<file path="src/rtl/rptmul_pkg.sv">
package rptmul_pkg;

    localparam int MCAND_W = 8;
    localparam int MPLR_W  = 4;
    localparam int PROD_W  = MCAND_W + MPLR_W + 4;

    typedef enum logic [1:0] {
        ST_IDLE = 2'd0,
        ST_BUSY = 2'd1,
        ST_DONE = 2'd2
    } mul_state_e;

    typedef struct packed {
        logic [MCAND_W-1:0] mcand;
        logic [MPLR_W-1:0]  mplr;
    } mul_operands_t;

    typedef struct packed {
        logic load;
        logic add;
    } mul_ctrl_t;

    function automatic logic [PROD_W-1:0] widen_mcand(input logic [MCAND_W-1:0] v);
        return {{(PROD_W-MCAND_W){1'b0}}, v};
    endfunction

endpackage

</file>
<file path="src/rtl/rptmul_edge.sv">
module rptmul_edge (
    input  logic clk,
    input  logic rst,
    input  logic level_i,
    output logic rise_o
);
    logic level_q;

    always_ff @(posedge clk) begin
        if (rst) level_q <= 1'b0;
        else     level_q <= level_i;
    end

    assign rise_o = level_i & ~level_q;
endmodule

</file>
<file path="src/rtl/rptmul_ctrl.sv">
module rptmul_ctrl
    import rptmul_pkg::*;
(
    input  logic              clk,
    input  logic              rst,
    input  logic              rise_i,
    input  logic [MPLR_W-1:0] mplr_i,
    output mul_ctrl_t         ctrl_o,
    output logic              done_o
);
    mul_state_e        state_q, state_d;
    logic [MPLR_W-1:0] cnt_q;
    logic              accept;
    logic              cnt_zero;

    assign accept   = rise_i && (state_q != ST_BUSY);
    assign cnt_zero = (cnt_q == '0);

    always_comb begin
        state_d = state_q;
        unique case (state_q)
            ST_IDLE, ST_DONE: if (accept) state_d = ST_BUSY;
            ST_BUSY:          if (cnt_zero) state_d = ST_DONE;
            default:          state_d = ST_IDLE;
        endcase
    end

    always_ff @(posedge clk) begin
        if (rst) begin
            state_q <= ST_IDLE;
            cnt_q   <= '0;
            done_o  <= 1'b0;
        end else begin
            state_q <= state_d;
            if (accept) begin
                cnt_q  <= mplr_i;
                done_o <= 1'b0;
            end else if (state_q == ST_BUSY) begin
                if (cnt_zero) done_o <= 1'b1;
                else          cnt_q  <= cnt_q - 1'b1;
            end
        end
    end

    assign ctrl_o.load = accept;
    assign ctrl_o.add  = (state_q == ST_BUSY) && !cnt_zero;
endmodule

</file>
<file path="src/rtl/rptmul_acc.sv">
module rptmul_acc
    import rptmul_pkg::*;
(
    input  logic               clk,
    input  logic               rst,
    input  mul_ctrl_t          ctrl_i,
    input  logic [MCAND_W-1:0] mcand_i,
    output logic [PROD_W-1:0]  acc_o
);
    logic [MCAND_W-1:0] mcand_q;

    always_ff @(posedge clk) begin
        if (rst) begin
            mcand_q <= '0;
            acc_o   <= '0;
        end else if (ctrl_i.load) begin
            mcand_q <= mcand_i;
            acc_o   <= '0;
        end else if (ctrl_i.add) begin
            acc_o   <= acc_o + widen_mcand(mcand_q);
        end
    end
endmodule

</file>
<file path="src/rtl/rptmul_top.sv">
module rptmul_top
    import rptmul_pkg::*;
(
    input  logic               clk,
    input  logic               rst,
    input  logic               start,
    input  logic [MCAND_W-1:0] mcand,
    input  logic [MPLR_W-1:0]  mplr,
    output logic [PROD_W-1:0]  product,
    output logic               done
);
    logic          start_rise;
    mul_ctrl_t     ctrl;
    mul_operands_t ops;

    assign ops.mcand = mcand;
    assign ops.mplr  = mplr;

    rptmul_edge u_edge (
        .clk     (clk),
        .rst     (rst),
        .level_i (start),
        .rise_o  (start_rise)
    );

    rptmul_ctrl u_ctrl (
        .clk    (clk),
        .rst    (rst),
        .rise_i (start_rise),
        .mplr_i (ops.mplr),
        .ctrl_o (ctrl),
        .done_o (done)
    );

    rptmul_acc u_acc (
        .clk     (clk),
        .rst     (rst),
        .ctrl_i  (ctrl),
        .mcand_i (ops.mcand),
        .acc_o   (product)
    );
endmodule

</file>
<file path="config.mk">
export PLATFORM = sky130hd
export DESIGN_NAME = rptmul_top
export DESIGN_NICKNAME = d
export VERILOG_FILES = /design/src/rtl/rptmul_pkg.sv /design/src/rtl/rptmul_edge.sv /design/src/rtl/rptmul_ctrl.sv /design/src/rtl/rptmul_acc.sv /design/src/rtl/rptmul_top.sv
export SDC_FILE = /design/constraint.sdc
export NUM_CORES = 1
export LEC_CHECK = 0
export ABC_CLOCK_PERIOD_IN_PS = 2510
export BUFFER_PORTS_ARGS = -buffer_cell sky130_fd_sc_hd__buf_2
export CAP_MARGIN = 20
export CORE_MARGIN = 2
export CORE_UTILIZATION = 35
export CTS_BUF_LIST = sky130_fd_sc_hd__clkbuf_4
export CTS_CLUSTER_DIAMETER = 40
export DETAILED_ROUTE_END_ITERATION = 8
export GPL_ROUTABILITY_DRIVEN = 0
export PLACE_DENSITY_LB_ADDON = 0.3
export SYNTH_ARGS = -nofsm -noshare
export SYNTH_HDL_FRONTEND = slang
export SYNTH_SLANG_ARGS = --single-unit
</file>
<file path="constraint.sdc">
create_clock -name clk -period 2.51 [get_ports clk]
set_input_delay 0.1255 -clock clk [delete_from_list [all_inputs] [get_ports clk]]
set_output_delay 0.1255 -clock clk [all_outputs]
set_load 0.02 [all_outputs]
</file>
Yosys cells after proc, flatten, opt, wreduce, memory -nomap -nowiden

Cells that the tools add are included.

Add/sub/neg operators: 2
Equality and inequality tests: 6
Mux-type cells: 6
Bitwise logic cells: 2
Reduce and logical (&&, ||, !) cells: 11

Operators by type and width:

| cell                | count |
|---|---|
| $add 16x8->16       | 1 |
| $mux 4              | 3 |
| $ne 2x1->1 const B  | 4 |
| $reduce_and 2->1    | 3 |
| $logic_not 4->1     | 1 |
| $mux 2              | 2 |
| $pmux 2 s2          | 1 |
| $reduce_or 2->1     | 2 |
| $sub 4x1->4 const B | 1 |
| $eq 2x1->1 const B  | 1 |
| $eq 2x2->1 const B  | 1 |
| $logic_and 1x1->1   | 2 |
| $logic_not 2->1     | 1 |
| $reduce_bool 2->1   | 1 |
| $and 1x1->1         | 1 |
| $logic_not 1->1     | 1 |
| $not 1->1           | 1 |

Bits in registers: 32
Input port bits: 15
Output and inout port bits: 17
Logic and storage cells: 33

Depth between registers and ports, before layout

Gate-level depths: netlist of run 1.

Depth after elaboration: 5
Gate-level depth with buffers: 8
Depth with buffers taken out: 7

Modules after synthesis

A second synthesis of run 1 with hierarchy kept.

Cells, all modules: 201
Area, all modules: 1,839.3 sq um

By module, submodules not included:

| module      | instances | cells each | area an instance (sq um) | seq. area each (sq um) |
|---|---|---|---|---|
| rptmul_acc  | 1         | 151        | 1,388.8                  | 480.5 |
| rptmul_ctrl | 1         | 47         | 402.9                    | 140.1 |
| rptmul_edge | 1         | 3          | 47.5                     | 20.0 |

Worst setup path after synthesis of run 1

OpenSTA, ideal clock, no wires.

Path type: register to register
From: reg u_acc.acc_o[0]
To: reg u_acc.acc_o[6]
Library setup time: 0.120 ns
Data arrival time: 1.952 ns
Required time: 2.390 ns
Path slack: 0.439 ns
Cell stages (with the launch flop): 8
Buffers on the path: 0
Clock period less this slack: 2.071 ns
Cell sequence: dfxtp_1 > ha_1 > fa_1 > a211oi_1 > nor2_1 > o21ai_0 > a2111oi_0 > a211o_1

Cells in the longest elaborated chain, start to end: 1

Ends and longest elaborated chain:

| item                     | RTL line         | RTL |
|---|---|---|
| start: declaration       | rptmul_acc.sv:8  | `output logic [PROD_W-1:0] acc_o` |
| start signal: assignment | rptmul_acc.sv:20 | `acc_o <= acc_o + widen_mcand(mcand_q);` |
| $add 16x8->16            | rptmul_acc.sv:20 |  |

No other way between the ends.
A chain may end at the register's enable or synchronous reset.

Worst setup path after layout of run 1

Same ends and word-level chain as after synthesis.

==> results of run 1 <==
-- area by class of cell --
type	count	area, µm²
sequential	32	641
tap	52	65.1
inverter	3	11.3
timing repair buffer	33	173
clock buffer	5	37.5
fill	457	2540
clock inverter	3	13.8
multi-input combinational	147	963
-- routing by layer --
metal | vias to the layer above | track usage | part of all wire
met5 | - | 0 | 0
met4 | 0 | 0.0782 | 0.021
met3 | 8 | 0.0403 | 0.044
met2 | 31 | 0.226 | 0.45
met1 | 625 | 0.179 | 0.49
li1 | 732 | - | -
-- sequential cells by signal (all words and copies together) (netlist names) --
register        cells
u_edge.level_q      1
u_ctrl.done_o       1
u_ctrl.state_q      2
u_acc.mcand_q       8
u_ctrl.cnt_q        4
u_acc.acc_o        16
-- cells in the final DEF (no fill, tap or decap), drive strengths merged --
cell type	count
dfxtp	32
fa	1
o31ai	1
xnor2	4
buf	32
nor2	22
nor3b	1
o21ai	9
ha	9
dlygate4sd3	1
or2b	1
a22oi	1
nor2b	1
a2111oi	1
nor4	2
nor3	2
a211oi	6
nand3b	2
and2	1
a21o	2
nand2b	4
inv	3
and4	1
nand3	5
or3	4
nand2	26
a22o	2
xor2	7
clkinv	3
and2b	1
nand4	3
clkbuf	5
a211o	1
a21oi	23
o21bai	1
o211ai	3
-- path summary, 6_finish.rpt --
check                      to  slack, ns  cells after the start
max            u_acc.acc_o[6]       0.30                      7
min            u_edge.level_q       0.02                      2
max reg2reg    u_acc.acc_o[6]       0.30                      7
min reg2reg  u_acc.mcand_q[3]       0.47                      2
-- Yosys cell counts (3+ instances only) --
cell,count,area [µm²]
xnor2_1,4,35.0
nand2_1,26,97.6
nand2b_1,3,18.8
clkbuf_1,3,11.3
nand3_1,5,25.0
or3_1,4,25.0
xor2_1,7,61.3
inv_1,3,11.3
nor2_1,21,78.8
a211oi_1,4,30.0
ha_1,9,113
o211ai_1,3,22.5
nand4_1,3,18.8
a21oi_1,22,110
dfxtp_1,32,641
o21ai_0,5,25.0
-- kinds of logic after synthesis --
kind of cell,after synthesis,synth area share
fa+ha+maj,10,0.0810
buf+inv,7,0.0206
simple gates,76,0.242
compound gates,50,0.206
flops,32,0.391
xor+xnor,11,0.0588
-- timing repair --
item	4_1_cts	5_1_grt
hold endpoints to repair	1	0
hold buffers	1	0
setup endpoints to repair	0	0
-- power by group --
group / internal [mW] / switching [mW] / total [mW]
registers: 0.531 / 0.0203 / 0.551
logic: 0.0679 / 0.0924 / 0.160
clock network: 0.103 / 0.179 / 0.281
total: 0.701 / 0.292 / 0.993
-- worst max-delay path, cell delays in order, from the launching register on --
cell and delay, ns:
dfxtp_1 0.34, ha_1 0.26, fa_1 0.44, a211oi_1 0.34, nor2_1 0.10, o21ai_0 0.22
a2111oi_0 0.14, a211o_1 0.27
-- stage by stage --
step / hold slack (ns) / util / worst slack [ns]
floorplan: 0.190 / - / 0.439
global placement: 0.356 / 0.415 / 0.434
detailed placement: 0.365 / 0.415 / 0.367
CTS: 0.00572 / 0.428 / 0.330
global route: 0.00794 / 0.428 / 0.196
finish: 0.0179 / 0.428 / 0.300
==> flow_metrics.env, run 1 <==
export IMPL_numCtsBuffers=5
export IMPL_layout_nets=247
export IMPL_cts_sinks=32
export IMPL_detail_route_wl_per_cell_um=12.4
export IMPL_slew_viol_final=0
export IMPL_final_area_mm2=0.00190
export IMPL_cp_data_arrival_time_ns=2.44
export IMPL_syn_inst=186
export IMPL_die_h_um=72.4
export IMPL_synth_edff_count=0
export IMPL_ios=32
export IMPL_min_period_ns=2.21
export IMPL_syn_to_final_growth_pct=16.3
export IMPL_holdCritPathClass="input port to register"
export IMPL_cp_end_kind="register"
export IMPL_yosys_warnings=0
export IMPL_syn_nets=211
export IMPL_vias_per_cell=5.08
export IMPL_htreeDepth=2
export IMPL_rsz0062_at_grt="no"
export IMPL_remaining_drc_errors=0
export IMPL_final_antenna_net_count=0
export IMPL_cp_startpoint="u_acc.acc_o[0]"
export IMPL_setup_viol=0
export IMPL_hold_viol=0
export IMPL_die_area_mm2=0.00524
export IMPL_grt_pass1_vias=1289
export IMPL_antenna_cells=0
export IMPL_grt_first_pass_wirelength_um=5790
export IMPL_finalPower_mw=0.993
export IMPL_yosys_most_used_dff="dfxtp_1"
export IMPL_start_kind="register"
export IMPL_power_density_mw_per_mm2=521
export IMPL_synth_seq_area_share=0.391
export IMPL_p_leak_nw=0.808
export IMPL_initial_utilization=0.369
export IMPL_yosys_register_bits=32
export IMPL_grt_max_degree=17
export IMPL_clock_root_buffer="clkbuf_4"
export IMPL_drt_iter0_markers=45
export IMPL_die_w_um=72.4
export IMPL_cp_required_ns=2.74
export IMPL_io_buffers=31
export IMPL_dp_hpwl_um=2550
export IMPL_status="finished clean"
export IMPL_dpl_cell_area_mm2=0.00184
export IMPL_std_cell_rows=24
export IMPL_peakVddDrop_mv=0.261
export IMPL_dr_pass1_iters=4
export IMPL_ctsResizeCount=0
export IMPL_tns_ns=0
export IMPL_skew_ns=0.00304
export IMPL_grt_use_total=0.144
export IMPL_cts_reportedPaths_clkPinSlew_ns=0.10
export IMPL_timing_final_crit_share=0.880
export IMPL_synth_avg_cell_area_um2=8.81
export IMPL_slew_headroom=0.575
export IMPL_post_place_cells=266
export IMPL_wirelength_um=3400
export IMPL_core_mm2=0.00444
export IMPL_cp_max_fo=3
export IMPL_final_cell_count_no_fill=275
export IMPL_layout_drive_gt1_share=0.233
export IMPL_cts_path_max_buffers=2
export IMPL_syn_area_mm2=0.00164
export IMPL_hold_start="start"
export IMPL_tightest_slew_ns=0.635
export IMPL_fmax_ghz=0.453
export IMPL_ys_types=43
export IMPL_grt_antenna_before_repair=0
export IMPL_path_class="register to register"
export IMPL_cts_setup_buffers=0
export IMPL_gr_total_overflow=0
export IMPL_vias=1396
export IMPL_r2r_start="u_acc.acc_o[0]"
export IMPL_timing_max_cap_violations=0
export IMPL_async_flop_share=0
export IMPL_cts_tree="done"
export IMPL_worstSkewPairLatency_ns=0.33
Power figures use the tool's default switching activity.
==> inputs of run 2 (changes only) <==
Settings changed: PLACE_DENSITY_LB_ADDON 0.3 to 0.12.
==> run 2 against run 1 <==
- clock skew increased by 0.017 ns
- utilization up 1.8 points
- combinational power grew 6%
- hold slack got worse by 0.0049 ns
- total power increased by 13%
- worst setup slack improved by 0.039 ns
- die area is the same
- via count up 2.9%
- global-route usage grew 0.91 points
- final cell count rose by 1.8%
==> flow_metrics.env, run 2 (synthesis gave the netlist of run 1 again) <==
export IMPL_ios=32
export IMPL_syn_to_final_growth_pct=21.1
export IMPL_cts_reportedPaths_clkPinSlew_ns=0.12
export IMPL_skew_ns=0.0205
export IMPL_top_regs="u_acc.acc_o (16), u_acc.mcand_q (8), u_ctrl.cnt_q (4)"
export IMPL_ctsResizeCount=0
export IMPL_combPwrFrac=0.152
export IMPL_grt_pass1_vias=1391
export IMPL_grt_max_degree=17
export IMPL_path_class="register to register"
export IMPL_std_cell_rows=24
export IMPL_fmax_ghz=0.461
export IMPL_layout_nets=252
export IMPL_p_leak_nw=0.838
export IMPL_whs_path_depth=3
export IMPL_die_w_um=72.4
export IMPL_grt_antenna_before_repair=0
export IMPL_final_antenna_net_count=0
export IMPL_drt_iter0_markers=47
export IMPL_initial_utilization=0.369
export IMPL_cp_startpoint="u_acc.acc_o[0]"
export IMPL_cp_end_kind="register"
export IMPL_cp_max_fo=3
export IMPL_timing_final_crit_share=0.865
export IMPL_holdCritPathClass="input port to register"
export IMPL_detail_route_wl_per_cell_um=13.1
export IMPL_rsz0062_at_grt="no"
export IMPL_status="finished clean"
export IMPL_peakVddDrop_mv=0.292
export IMPL_dp_hpwl_um=2770
export IMPL_hold_start="mcand[0]"
export IMPL_min_period_ns=2.17
export IMPL_switching_power_mw=0.305
export IMPL_p_seq_frac=0.493
export IMPL_p_clk_frac=0.355
export IMPL_tightest_slew_ns=0.647
export IMPL_wirelength_um=3680
export IMPL_fin_util=0.446
export IMPL_cts_path_max_buffers=2
export IMPL_numCtsBuffers=5
export IMPL_fillers=469
export IMPL_cp_data_arrival_time_ns=2.43
export IMPL_die_h_um=72.4
export IMPL_dr_pass1_iters=4
export IMPL_vias_per_cell=5.13
export IMPL_start_kind="register"
export IMPL_tns_ns=0
export IMPL_die_area_mm2=0.00524
export IMPL_r2r_start="u_acc.acc_o[0]"
export IMPL_htreeDepth=2
export IMPL_slew_headroom=0.567
export IMPL_layout_commonest_cell="dfxtp_1"
export IMPL_grt_first_pass_wirelength_um=6200
export IMPL_layout_drive_gt1_share=0.232
export IMPL_cell_internal_pwr_mw=0.812
export IMPL_cts_sinks=32
export IMPL_cp_required_ns=2.77
export IMPL_remaining_drc_errors=0
export IMPL_antenna_cells=0
export IMPL_largest_register_ffs=16
export IMPL_mostFrequentLayoutCells="dfxtp_1 (32), buf_2 (31), nand2_1 (26)"
export IMPL_p_sw_frac=0.273
export IMPL_worstSkewPairLatency_ns=0.35
export IMPL_regMostFlops="u_acc.acc_o"
export IMPL_clock_root_buffer="clkbuf_4"
export IMPL_core_mm2=0.00444
export IMPL_vias=1437
export IMPL_power_density_mw_per_mm2=563
export IMPL_setup_viol=0
export IMPL_grt_use_total=0.153
export IMPL_cts_tree="done"
export IMPL_timing_max_cap_violations=0
export IMPL_hold_viol=0
export IMPL_reg2regPathDepth=7
export IMPL_slew_viol_final=0
export IMPL_gr_total_overflow=0
export IMPL_io_buffers=31
[run 2: timing repair]
action / 4_1_cts / 5_1_grt
hold endpoints to repair: 6 / 0
setup buffers: 0 / 0
endpoints found under the setup margin: 0 / 0
hold buffers: 6 / 0
[run 2: area by class of cell]
type / count / area (µm²) / area share
inverters: 3 / 11.3 / 0.00568
clock inverters: 3 / 42.5 / 0.0215
repair buffers: 38 / 223 / 0.112
flip-flops and latches: 32 / 641 / 0.323
multi-input cells: 147 / 963 / 0.486
well taps: 52 / 65.1 / 0.0328
clock buffers: 5 / 37.5 / 0.0189
[run 2: per-stage QoR]
| stage | total power [mW] | hold slack (ns) | instances | instance area [µm²] | worst slack, ns |
|---|---|---|---|---|---|
| 3_3_place_gp | 0.721 | 0.359 | 266 | 1840 | 0.437 |
| 3_5_place_dp | 0.728 | 0.359 | 266 | 1840 | 0.349 |
| 6_report | 1.12 | 0.0130 | 280 | 1980 | 0.340 |
| 4_1_cts | 1.13 | 0.00532 | 280 | 1980 | 0.331 |
| 2_1_floorplan | 0.682 | 0.190 | 186 | 1640 | 0.439 |
| 5_1_grt | 1.18 | 0.00205 | 280 | 1980 | 0.105 |
[run 2: critical path: stages, from the launching register on]
cell and delay, ns:
dfxtp_1 0.34, ha_1 0.24, fa_1 0.43, a211oi_1 0.34
nor2_1 0.11, o21ai_0 0.20, a2111oi_0 0.13, a211o_1 0.27
[run 2: worst paths after layout]
kind                           end  slack, ns
setup / recovery    u_acc.acc_o[6]       0.34
hold / removal    u_acc.mcand_q[0]       0.01
setup reg to reg    u_acc.acc_o[6]       0.34
hold reg to reg   u_acc.mcand_q[6]       0.47
[run 2: power by group through the flow]
stage          Sequential, mW  Clock [mW]  Combinational (mW)
2_1_floorplan           0.562           0               0.120
3_3_place_gp            0.562           0               0.159
3_5_place_dp            0.563           0               0.165
4_1_cts                 0.551       0.407               0.173
5_1_grt                 0.554       0.431               0.190
6_report                0.551       0.396               0.170
[run 2: routing by layer]
| metal | vias to the layer above | track usage | share of wire |
|---|---|---|---|
| met2 | 27 | 0.247 | 0.47 |
| li1 | 748 | - | - |
| met1 | 656 | 0.191 | 0.49 |
| met3 | 6 | 0.0389 | 0.035 |
| met4 | 0 | 0.0761 | 0.012 |
| met5 | - | 0 | 0 |
==> inputs of run 3 (changes only) <==
Settings changed: ABC_CLOCK_PERIOD_IN_PS 2510 to 2600.
Clock period 2.51 ns to 2.6 ns, I/O delays scaled along.
==> run 3 against run 2 <==
- wire length rose by 0.24%
- register-to-register slack improved by 0.09 ns
- maximum frequency barely moved
- first-iteration DRC count fell by 15%
- clock skew barely moved
- die area did not move
- sequential share of layout area rose by 0.33 points
- flip-flop and latch count did not move
- final cell count fell by 0.71%
- utilization fell by 0.45 points
- critical path type unchanged
==> flow_metrics.env, run 3 (synthesis gave the netlist of run 1 again) <==
export IMPL_dp_hpwl_um=2770
export IMPL_grt_pass1_vias=1385
export IMPL_cts_sinks=32
export IMPL_detail_route_wl_per_cell_um=13.3
export IMPL_grt_max_degree=17
export IMPL_drt_iter0_markers=40
export IMPL_fmax_ghz=0.460
export IMPL_cp_data_arrival_time_ns=2.43
export IMPL_cp_slowest_cell="fa_1"
export IMPL_p_leak_nw=0.829
export IMPL_final_cell_count_no_fill=278
export IMPL_cts_setup_buffers=0
export IMPL_cts_hold_buf=3
export IMPL_syn_to_final_growth_pct=19.9
export IMPL_die_area_mm2=0.00524
export IMPL_largest_register_ffs=16
export IMPL_final_area_mm2=0.00196
export IMPL_start_kind="register"
export IMPL_dr_pass1_iters=4
export IMPL_numCtsBuffers=5
export IMPL_path_class="register to register"
export IMPL_holdCritPathClass="input port to register"
export IMPL_gr_total_overflow=0
export IMPL_layout_drive_gt1_share=0.235
export IMPL_final_antenna_net_count=0
export IMPL_fillers=475
export IMPL_hold_viol=0
export IMPL_power_density_mw_per_mm2=548
export IMPL_ios=32
export IMPL_crit_path_cell_trace="ha_1 > fa_1 > a211oi_1 > nor2_1 > o21ai_0 > a2111oi_0 > a211o_1"
export IMPL_grt_first_pass_wirelength_um=6180
export IMPL_htreeDepth=2
export IMPL_dpl_cell_area_mm2=0.00184
export IMPL_ff_latch_area_um2=641
export IMPL_mostFrequentLayoutCells="dfxtp_1 (32), buf_2 (31), nand2_1 (26)"
export IMPL_initial_utilization=0.369
export IMPL_ctsResizeCount=0
export IMPL_grt_use_total=0.153
export IMPL_vias=1433
export IMPL_cp_required_ns=2.86
export IMPL_critical_path_max_stage_delay_ns=0.43
export IMPL_regMostFlops="u_acc.acc_o"
export IMPL_cp_end_kind="register"
export IMPL_timing_final_crit_share=0.835
export IMPL_clock_root_buffer="clkbuf_4"
export IMPL_peakVddDrop_mv=0.282
export IMPL_vias_per_cell=5.15
export IMPL_cp_max_fo=3
export IMPL_top_regs="u_acc.acc_o (16), u_acc.mcand_q (8), u_ctrl.cnt_q (4)"
export IMPL_cts_reportedPaths_clkPinSlew_ns=0.12
export IMPL_std_cell_rows=24
export IMPL_post_place_cells=266
export IMPL_cts_path_max_buffers=2
export IMPL_tightest_slew_ns=0.647
export IMPL_timing_max_cap_violations=0
export IMPL_status="finished clean"
export IMPL_slew_headroom=0.567
export IMPL_skew_ns=0.0206
export IMPL_io_buffers=31
export IMPL_worstSkewPairLatency_ns=0.35
export IMPL_rsz0062_at_grt="no"
export IMPL_cts_tree="done"
export IMPL_layout_commonest_cell="dfxtp_1"
export IMPL_wirelength_um=3690
export IMPL_setup_viol=0
export IMPL_die_w_um=72.4
export IMPL_multiInputGateArea_um2=963
export IMPL_remaining_drc_errors=0
export IMPL_antenna_cells=0
export IMPL_die_h_um=72.4
export IMPL_slew_viol_final=0
export IMPL_grt_antenna_before_repair=0
export IMPL_finalPower_mw=1.08
export IMPL_core_mm2=0.00444
export IMPL_layout_nets=250
export IMPL_tns_ns=0
export IMPL_min_period_ns=2.17
==> run 3: cell count changes in the layout (fill, tap and decap cells not counted), sizes merged <==
cell / previous run / this run
dlygate4sd3: 6 / 4
==> run 3: power by group <==
group          switching, mW  total (mW)  internal (mW)
combinational         0.0930       0.162         0.0689
sequential            0.0196       0.532          0.512
clock                  0.182       0.383          0.200
==> run 3: final timing paths <==
path / startpoint / to / slack [ns] / cells after the start
setup / recovery: u_acc.acc_o[0] / u_acc.acc_o[6] / 0.43 / 7
hold / removal: mcand[1] / u_acc.mcand_q[1] / 0.01 / 3
setup reg to reg: u_acc.acc_o[0] / u_acc.acc_o[6] / 0.43 / 7
hold reg to reg: u_acc.mcand_q[6] / u_acc.mcand_q[6] / 0.47 / 2
==> run 3: layer usage <==
layer,wire (µm),vias to the layer above,GRT usage,share of wire
met5,0,-,0,0
li1,-,744,-,-
met4,46,0,0.0761,0.012
met2,1720,27,0.246,0.47
met3,131,6,0.0389,0.036
met1,1790,656,0.190,0.49
==> run 3: per-stage QoR <==
stage	worst slack (ns)	utilization	hold slack, ns
after floorplan	0.529	-	0.195
after global placement	0.527	0.415	0.364
after detailed placement	0.439	0.415	0.364
after CTS	0.421	0.439	0.00125
after global routing	0.195	0.442	0.00128
final	0.428	0.442	0.0101
==> run 3: critical path: cells and delay by family, from the launching register on <==
| kind | cells | cell delay [ns] |
|---|---|---|
| simple gates | 1 | 0.11 |
| flops | 1 | 0.34 |
| fa+ha+maj | 2 | 0.67 |
| compound gates | 4 | 0.94 |
==> run 3: layout make-up <==
type,instances,area share
timing repair buffer,36,0.103
sequential,32,0.326
clock buffer,5,0.0191
multi-input combinational,147,0.491
clock inverter,3,0.0217
inverter,3,0.00574
tap,52,0.0331
